--- config.mk ---
export PLATFORM = sky130hd
export DESIGN_NAME = irq_arb_core
export DESIGN_NICKNAME = d
export VERILOG_FILES = /design/src/rtl/irq_arb_pkg.sv /design/src/rtl/irq_arb_control.sv /design/src/rtl/irq_arb_datapath.sv /design/src/rtl/irq_arb_core.sv
export SDC_FILE = /design/constraint.sdc
export NUM_CORES = 1
export LEC_CHECK = 0
export BUFFER_PORTS_ARGS = -buffer_cell sky130_fd_sc_hd__buf_2
export CORE_MARGIN = 1.5
export CORE_UTILIZATION = 53
export CTS_CLUSTER_SIZE = 40
export DETAILED_ROUTE_END_ITERATION = 10
export PLACE_DENSITY = 0.78
export SLEW_MARGIN = 20
export SYNTH_ARGS = -nofsm -noshare
export SYNTH_HDL_FRONTEND = slang
export SYNTH_HIERARCHICAL = 1
export SYNTH_SLANG_ARGS = --single-unit
--- constraint.sdc ---
create_clock -name clk -period 4.33 [get_ports clk]
set_clock_uncertainty 0.15 [all_clocks]
set_input_delay 0 -clock clk [delete_from_list [all_inputs] [get_ports clk]]
set_output_delay 0 -clock clk [all_outputs]
set_load 0.1 [all_outputs]
--- src/rtl/irq_arb_pkg.sv ---
package irq_arb_pkg;
  localparam int LINES  = 8;
  localparam int IDX_W  = $clog2(LINES);
  localparam int RANK_W = $clog2(LINES + 1);

  typedef struct packed {
    logic             take;      // acknowledge accepted
    logic             setIsr;    // mark winner in service
    logic             loadBase;  // rotate priority base past winner
    logic [IDX_W-1:0] idx;       // winning line
  } ctrlStrobe_t;

  // Rank of the highest-priority set bit, counting from base; LINES when empty.
  function automatic logic [RANK_W-1:0] findRank(input logic [LINES-1:0] m,
                                                 input logic [IDX_W-1:0] base);
    logic [RANK_W-1:0] r;
    r = RANK_W'(LINES);
    for (int k = LINES - 1; k >= 0; k--) begin
      if (m[(k + int'(base)) % LINES]) r = RANK_W'(k);
    end
    return r;
  endfunction
endpackage

--- src/rtl/irq_arb_control.sv ---
module irq_arb_control
  import irq_arb_pkg::*;
(
  input  logic             clk,
  input  logic             rstN,
  input  logic             ack,
  input  logic             intOut,
  input  logic [IDX_W-1:0] winIdx,
  input  logic             autoEoi,
  input  logic             rotateAutoEoi,
  output ctrlStrobe_t      strobe
);
  always_comb begin
    strobe.take     = ack & intOut;
    strobe.setIsr   = ack & intOut & ~autoEoi;
    strobe.loadBase = ack & intOut & autoEoi & rotateAutoEoi;
    strobe.idx      = winIdx;
  end

  AST_AEOI_NO_MARK: assert property (@(posedge clk) disable iff (!rstN)
    (ack && autoEoi) |-> !strobe.setIsr);
endmodule

--- src/rtl/irq_arb_datapath.sv ---
module irq_arb_datapath
  import irq_arb_pkg::*;
(
  input  logic             clk,
  input  logic             rstN,
  input  logic [LINES-1:0] reqIn,
  input  logic [LINES-1:0] trigLevel,
  input  logic [LINES-1:0] maskIn,
  input  logic             specialMask,
  input  logic             nestedMode,
  input  logic             isMaster,
  input  ctrlStrobe_t      strobe,
  output logic             intOut,
  output logic [IDX_W-1:0] winIdx
);
  localparam int CASCADE_LINE = 2;

  logic [LINES-1:0]  pend, prevLvl, isr;
  logic [IDX_W-1:0]  base;
  logic [LINES-1:0]  edgeSet, clrMask, pendNext, cand, isrView, winHot;
  logic [RANK_W-1:0] candRank, curRank;
  logic              pastValid;

  // Arbitration, purely from registered state and live mode inputs.
  always_comb begin
    cand    = pend & ~maskIn;
    isrView = isr;
    if (specialMask) isrView = isrView & ~maskIn;
    if (nestedMode && isMaster) isrView[CASCADE_LINE] = 1'b0;
    candRank = findRank(cand, base);
    curRank  = findRank(isrView, base);
    intOut   = (candRank < curRank);
    winIdx   = intOut ? IDX_W'((int'(candRank) + int'(base)) % LINES) : '0;
  end

  // Pending capture and acknowledge clearing.
  always_comb begin
    winHot  = '0;
    winHot[strobe.idx] = 1'b1;
    edgeSet = reqIn & ~prevLvl & ~trigLevel;
    clrMask = strobe.take ? (winHot & ~trigLevel) : '0;
    pendNext = (((pend & ~clrMask) | edgeSet) & ~trigLevel) | (reqIn & trigLevel);
  end

  always_ff @(posedge clk) begin
    if (!rstN) begin
      pend      <= '0;
      prevLvl   <= '0;
      isr       <= '0;
      base      <= '0;
      pastValid <= 1'b0;
    end else begin
      pend      <= pendNext;
      prevLvl   <= reqIn;
      pastValid <= 1'b1;
      if (strobe.setIsr) isr[strobe.idx] <= 1'b1;
      if (strobe.loadBase) base <= IDX_W'((int'(strobe.idx) + 1) % LINES);
    end
  end

  AST_INT_HAS_CAND: assert property (@(posedge clk) disable iff (!rstN)
    intOut |-> (pend[winIdx] && !maskIn[winIdx]));
  AST_IDLE_IDX_ZERO: assert property (@(posedge clk) disable iff (!rstN)
    !intOut |-> (winIdx == '0));
  AST_MARK_WINNER: assert property (@(posedge clk) disable iff (!rstN)
    strobe.setIsr |=> isr[$past(strobe.idx)]);
  AST_AEOI_ISR_KEEP: assert property (@(posedge clk) disable iff (!rstN)
    (strobe.take && !strobe.setIsr) |=> $stable(isr));
  AST_BASE_ROTATE: assert property (@(posedge clk) disable iff (!rstN)
    strobe.loadBase |=> (base == IDX_W'((int'($past(strobe.idx)) + 1) % LINES)));
  AST_SPURIOUS_KEEP: assert property (@(posedge clk) disable iff (!rstN)
    !intOut |=> ($stable(isr) && $stable(base)));

  for (genvar i = 0; i < LINES; i++) begin : g_lineChk
    AST_LEVEL_TRACK: assert property (@(posedge clk) disable iff (!rstN)
      (pastValid && $past(trigLevel[i])) |-> (pend[i] == $past(reqIn[i])));
    AST_EDGE_HOLD: assert property (@(posedge clk) disable iff (!rstN)
      (pastValid && !$past(trigLevel[i]) && $past(pend[i]) &&
       !($past(strobe.take) && $past(strobe.idx) == IDX_W'(i))) |-> pend[i]);
  end
endmodule

--- src/rtl/irq_arb_core.sv ---
module irq_arb_core
  import irq_arb_pkg::*;
(
  input  logic             clk,
  input  logic             rstN,
  input  logic [LINES-1:0] reqIn,
  input  logic [LINES-1:0] trigLevel,
  input  logic [LINES-1:0] maskIn,
  input  logic             autoEoi,
  input  logic             rotateAutoEoi,
  input  logic             specialMask,
  input  logic             nestedMode,
  input  logic             isMaster,
  input  logic             ack,
  output logic             intOut,
  output logic [IDX_W-1:0] winIdx
);
  ctrlStrobe_t strobe;

  irq_arb_control i_ctrl (
    .clk(clk), .rstN(rstN), .ack(ack), .intOut(intOut), .winIdx(winIdx),
    .autoEoi(autoEoi), .rotateAutoEoi(rotateAutoEoi), .strobe(strobe)
  );

  irq_arb_datapath i_dp (
    .clk(clk), .rstN(rstN), .reqIn(reqIn), .trigLevel(trigLevel),
    .maskIn(maskIn), .specialMask(specialMask), .nestedMode(nestedMode),
    .isMaster(isMaster), .strobe(strobe), .intOut(intOut), .winIdx(winIdx)
  );
endmodule

==> metrics.md <==
| Metric | Value |
|---|---|
| Reg-to-reg startpoint | i_dp/base[0]$_SDFFE_PN0P_ |
| Fin nets | 383 |
| Status | finished, final reports clean |
| Number of global-route vias before repair | 2505 |
| Antenna violations before repair | 0 |
| Area of the mapped netlist | 2540 sq um |
| Warnings from Yosys | 6 |
| Kind of end point of the critical path | flop |
| Critical Path Source | i_dp/base[0]$_SDFFE_PN0P_ |
| Number of top-level design ports | 36 |
| Vias | 2528 |
| Post-synthesis net count | 330 |
| Worst-path clk slew | about 0.090 ns |
| Final routed DRC violation total | 0 |
| Max-slew violation count | 0 |
| Unrepaired setup endpoints after global routing | false |
| Post-detailed-route count of antenna-violating nets | 0 |
| Root buffer cell | sky130_fd_sc_hd__clkbuf_8 |
| Startpoint kind of the worst setup timing path | flop |
| Type of the most critical hold path | primary input to flop |
| Post-Synthesis Mean Instance Area | 8.75 sq um |
| Number of distinct library cells after synthesis | 64 |
| Die ar. | 5210 sq um |
| Relative area change from synthesis to final layout | 24.7% |
| Setup TNS | 0 ns |
| Highest net fanout along the worst path | 9 |
| Fmax | 248 MHz |
| Routed via count divided by cell count | 6.42 |
| Clock period minus final worst setup slack | 4.03 ns |
| Count of input and output buffers | 35 |
| GR Util All Layers | between 30 and 40% |
| Worst slack at placement | 0.157 ns |
| Width of the die | a little over 70 um |
| Syn Inst Count | just under 300 |
| TritonCTS clock tree | yes |
| Count of endpoints failing setup in the final report | 0 |
| Diodes inserted | 0 |
| Maximum number of pins on one net before global-route repair | 28 |
| Detailed-routing iteration count for the pre-antenna-repair pass | 5 |
| Asr flop ratio synth | 0% |
| Floorplan row count | 24 |
| Weighted congestion reported at the end of routability-driven placement | just over 0.9 |
| Seq/Total Area, Yosys | a little over a fifth |
| DRT Wirelength | approximately 7400 um |
| Number of H-tree levels | 1 |
| Number of synthesized flops with an enable pin | 0 |
| Layout cell share with drive strength beyond 1 | 28.4% |
| Buffer levels on the longest clock path | 2 |
| Number of flip-flops and latches in the synthesized netlist | 27 |
| Period utilization | 93.1% |
| Crit path setup slack, layout | 0.298 ns |
| Signal arrival time at the worst endpoint | 4.05 ns |
| Transition time at the pin with the least slew margin | 0.611 ns |
| Number of sinks on the clock net | 27 |
| Wire length of the first global-routing pass | about 12000 um |
| Worst hold start | rstN |
| Relative slew slack | 58.9% |
| Ys flop type | sky130_fd_sc_hd__dfxtp_1 |
| Placed wire-length estimate | 5650 um |
| Final hold viol count | 0 |
| Critical path data required time | 4.35 ns |
| Initial detailed-routing violation count | between 200 and 250 |
| Initial cell density of the core | 56.7% |
| Wire per inst | 18.9 um |
| Maximum Capacitance Violations | 0 |
| Number of buffers created by CTS | 3 |
| Clock latency on the worst-skew pair | 0.27 ns |
| Remaining global-route overflow | 0 |
| Floorplan die height | 72.2 um |
| Core outline area | 4470 sq um |
| Critical path class | flop to flop |
==> what timing repair did <==
item / CTS / global route
hold buffers: 16 / 0
resized for setup: 0 / 6
endpoints found under the hold margin: 16 / 0
endpoints found under the setup margin: 0 / 19
setup buffers: 0 / 4
==> metal layers <==
layer | vias up | track usage, % | routed length [um]
li1 | 1188 | - | -
met5 | - | 0 | 0
met1 | 1171 | 39.5 | 3190
met2 | 140 | 49.7 | 3360
met4 | 0 | 10.7 | 306
met3 | 29 | 5.69 | 584
==> placed cells by master (no fill, tap or decap), types with 4 or more instances in the layout <==
cell type | synthesis | routed
sky130_fd_sc_hd__xnor2_1 | 5 | 5
sky130_fd_sc_hd__mux2_2 | 6 | 6
sky130_fd_sc_hd__buf_12 | 0 | 4
sky130_fd_sc_hd__nand2_1 | 22 | 22
sky130_fd_sc_hd__dlygate4sd3_1 | 0 | 16
sky130_fd_sc_hd__dfxtp_1 | 27 | 25
sky130_fd_sc_hd__mux4_2 | 9 | 9
sky130_fd_sc_hd__a21oi_1 | 6 | 4
sky130_fd_sc_hd__o21a_1 | 11 | 11
sky130_fd_sc_hd__nand2b_1 | 10 | 9
sky130_fd_sc_hd__o2111a_1 | 4 | 4
sky130_fd_sc_hd__nand3b_1 | 5 | 5
sky130_fd_sc_hd__inv_1 | 16 | 16
sky130_fd_sc_hd__buf_2 | 2 | 31
sky130_fd_sc_hd__a21boi_0 | 9 | 8
sky130_fd_sc_hd__a21bo_2 | 4 | 4
sky130_fd_sc_hd__nor2b_1 | 7 | 7
sky130_fd_sc_hd__o31ai_1 | 8 | 8
sky130_fd_sc_hd__nor2_1 | 23 | 23
sky130_fd_sc_hd__mux2i_1 | 12 | 12
sky130_fd_sc_hd__a211oi_1 | 8 | 6
sky130_fd_sc_hd__and2_1 | 9 | 9
sky130_fd_sc_hd__o21ai_0 | 10 | 10
sky130_fd_sc_hd__buf_4 | 5 | 14
sky130_fd_sc_hd__ha_1 | 7 | 6
==> registers in the layout (all words and copies together), names as in the netlist <==
register,count
i_dp/base,3
i_dp/pend,8
i_dp/isr,8
i_dp/prevLvl,8
==> path summary, 6_finish.rpt <==
kind / to / slack [ns] / cells after the start
max: i_dp/base[2]$_SDFFE_PN0P_ / 0.30 / 17
min: i_dp/isr[0]$_SDFFE_PN0P_ / 0.02 / 2
max reg2reg: i_dp/base[2]$_SDFFE_PN0P_ / 0.30 / 17
min reg2reg: i_dp/isr[0]$_SDFFE_PN0P_ / 0.33 / 1
==> worst max-delay path, stage by stage, from the launching register on <==
cell and delay (ns):
sky130_fd_sc_hd__dfxtp_4 0.45, sky130_fd_sc_hd__inv_1 0.16, sky130_fd_sc_hd__ha_4 0.33, sky130_fd_sc_hd__inv_8 0.10, sky130_fd_sc_hd__mux2_2 0.36, sky130_fd_sc_hd__mux2i_1 0.23, sky130_fd_sc_hd__inv_1 0.13, sky130_fd_sc_hd__a2111oi_2 0.35
sky130_fd_sc_hd__nand3_1 0.14, sky130_fd_sc_hd__ha_1 0.34, sky130_fd_sc_hd__a21oi_1 0.18, sky130_fd_sc_hd__inv_1 0.16, sky130_fd_sc_hd__a211oi_4 0.25, sky130_fd_sc_hd__buf_4 0.20, sky130_fd_sc_hd__buf_4 0.12, sky130_fd_sc_hd__xnor2_1 0.11
sky130_fd_sc_hd__nand2_1 0.07, sky130_fd_sc_hd__o211a_1 0.11
==> cell families after synthesis <==
group / Yosys count / synth area share [%]
AO/OA/AOI/OAI: 84 / 26.8
XOR/XNOR: 7 / 2.42
adder cells (fa/ha/maj): 8 / 4.24
buffers and inverters: 35 / 6.60
flip-flops: 27 / 21.3
multiplexers: 27 / 15.4
AND/OR/NAND/NOR: 102 / 23.3
==> cell usage after synthesis (all sizes together), types with 7 or more instances <==
| cell type | number | share of area [%] |
|---|---|---|
| mux2i | 12 | 4.7 |
| o31ai | 8 | 2.4 |
| a21boi | 9 | 2.7 |
| a211oi | 9 | 2.9 |
| ha | 7 | 3.4 |
| nor2 | 23 | 3.4 |
| and2 | 10 | 2.5 |
| mux4 | 9 | 8.0 |
| nand2 | 22 | 3.3 |
| buf | 9 | 2.8 |
| inv | 17 | 2.5 |
| clkbuf | 8 | 1.2 |
| dfxtp | 27 | 21 |
| nor2b | 8 | 2.3 |
| o21ai | 10 | 2.0 |
| nand2b | 10 | 2.5 |
| o21a | 11 | 3.3 |
==> per-stage QoR <==
step	utilization, %	instance area (sq um)	cells	hold WS (ns)
floorplan	-	2660	290	-0.0479
detailed placement	65.0	2910	370	0.0578
global route	70.7	3170	394	0.0405
finish	70.7	3170	394	0.0197
global placement	65.0	2910	370	0.0510
CTS	69.6	3110	390	0.0134
==> final cells by class <==
cell class | count | area (sq um)
clock buffer | 4 | 45.0
fill | 346 | 1310
inverter | 18 | 76.3
multi-input combinational | 228 | 1930
sequential | 27 | 548
tap | 52 | 65.1
timing repair buffer | 65 | 500
Power is not shown: default switching activity piles up to over one toggle a cycle in this logic, so the estimate is an artifact.
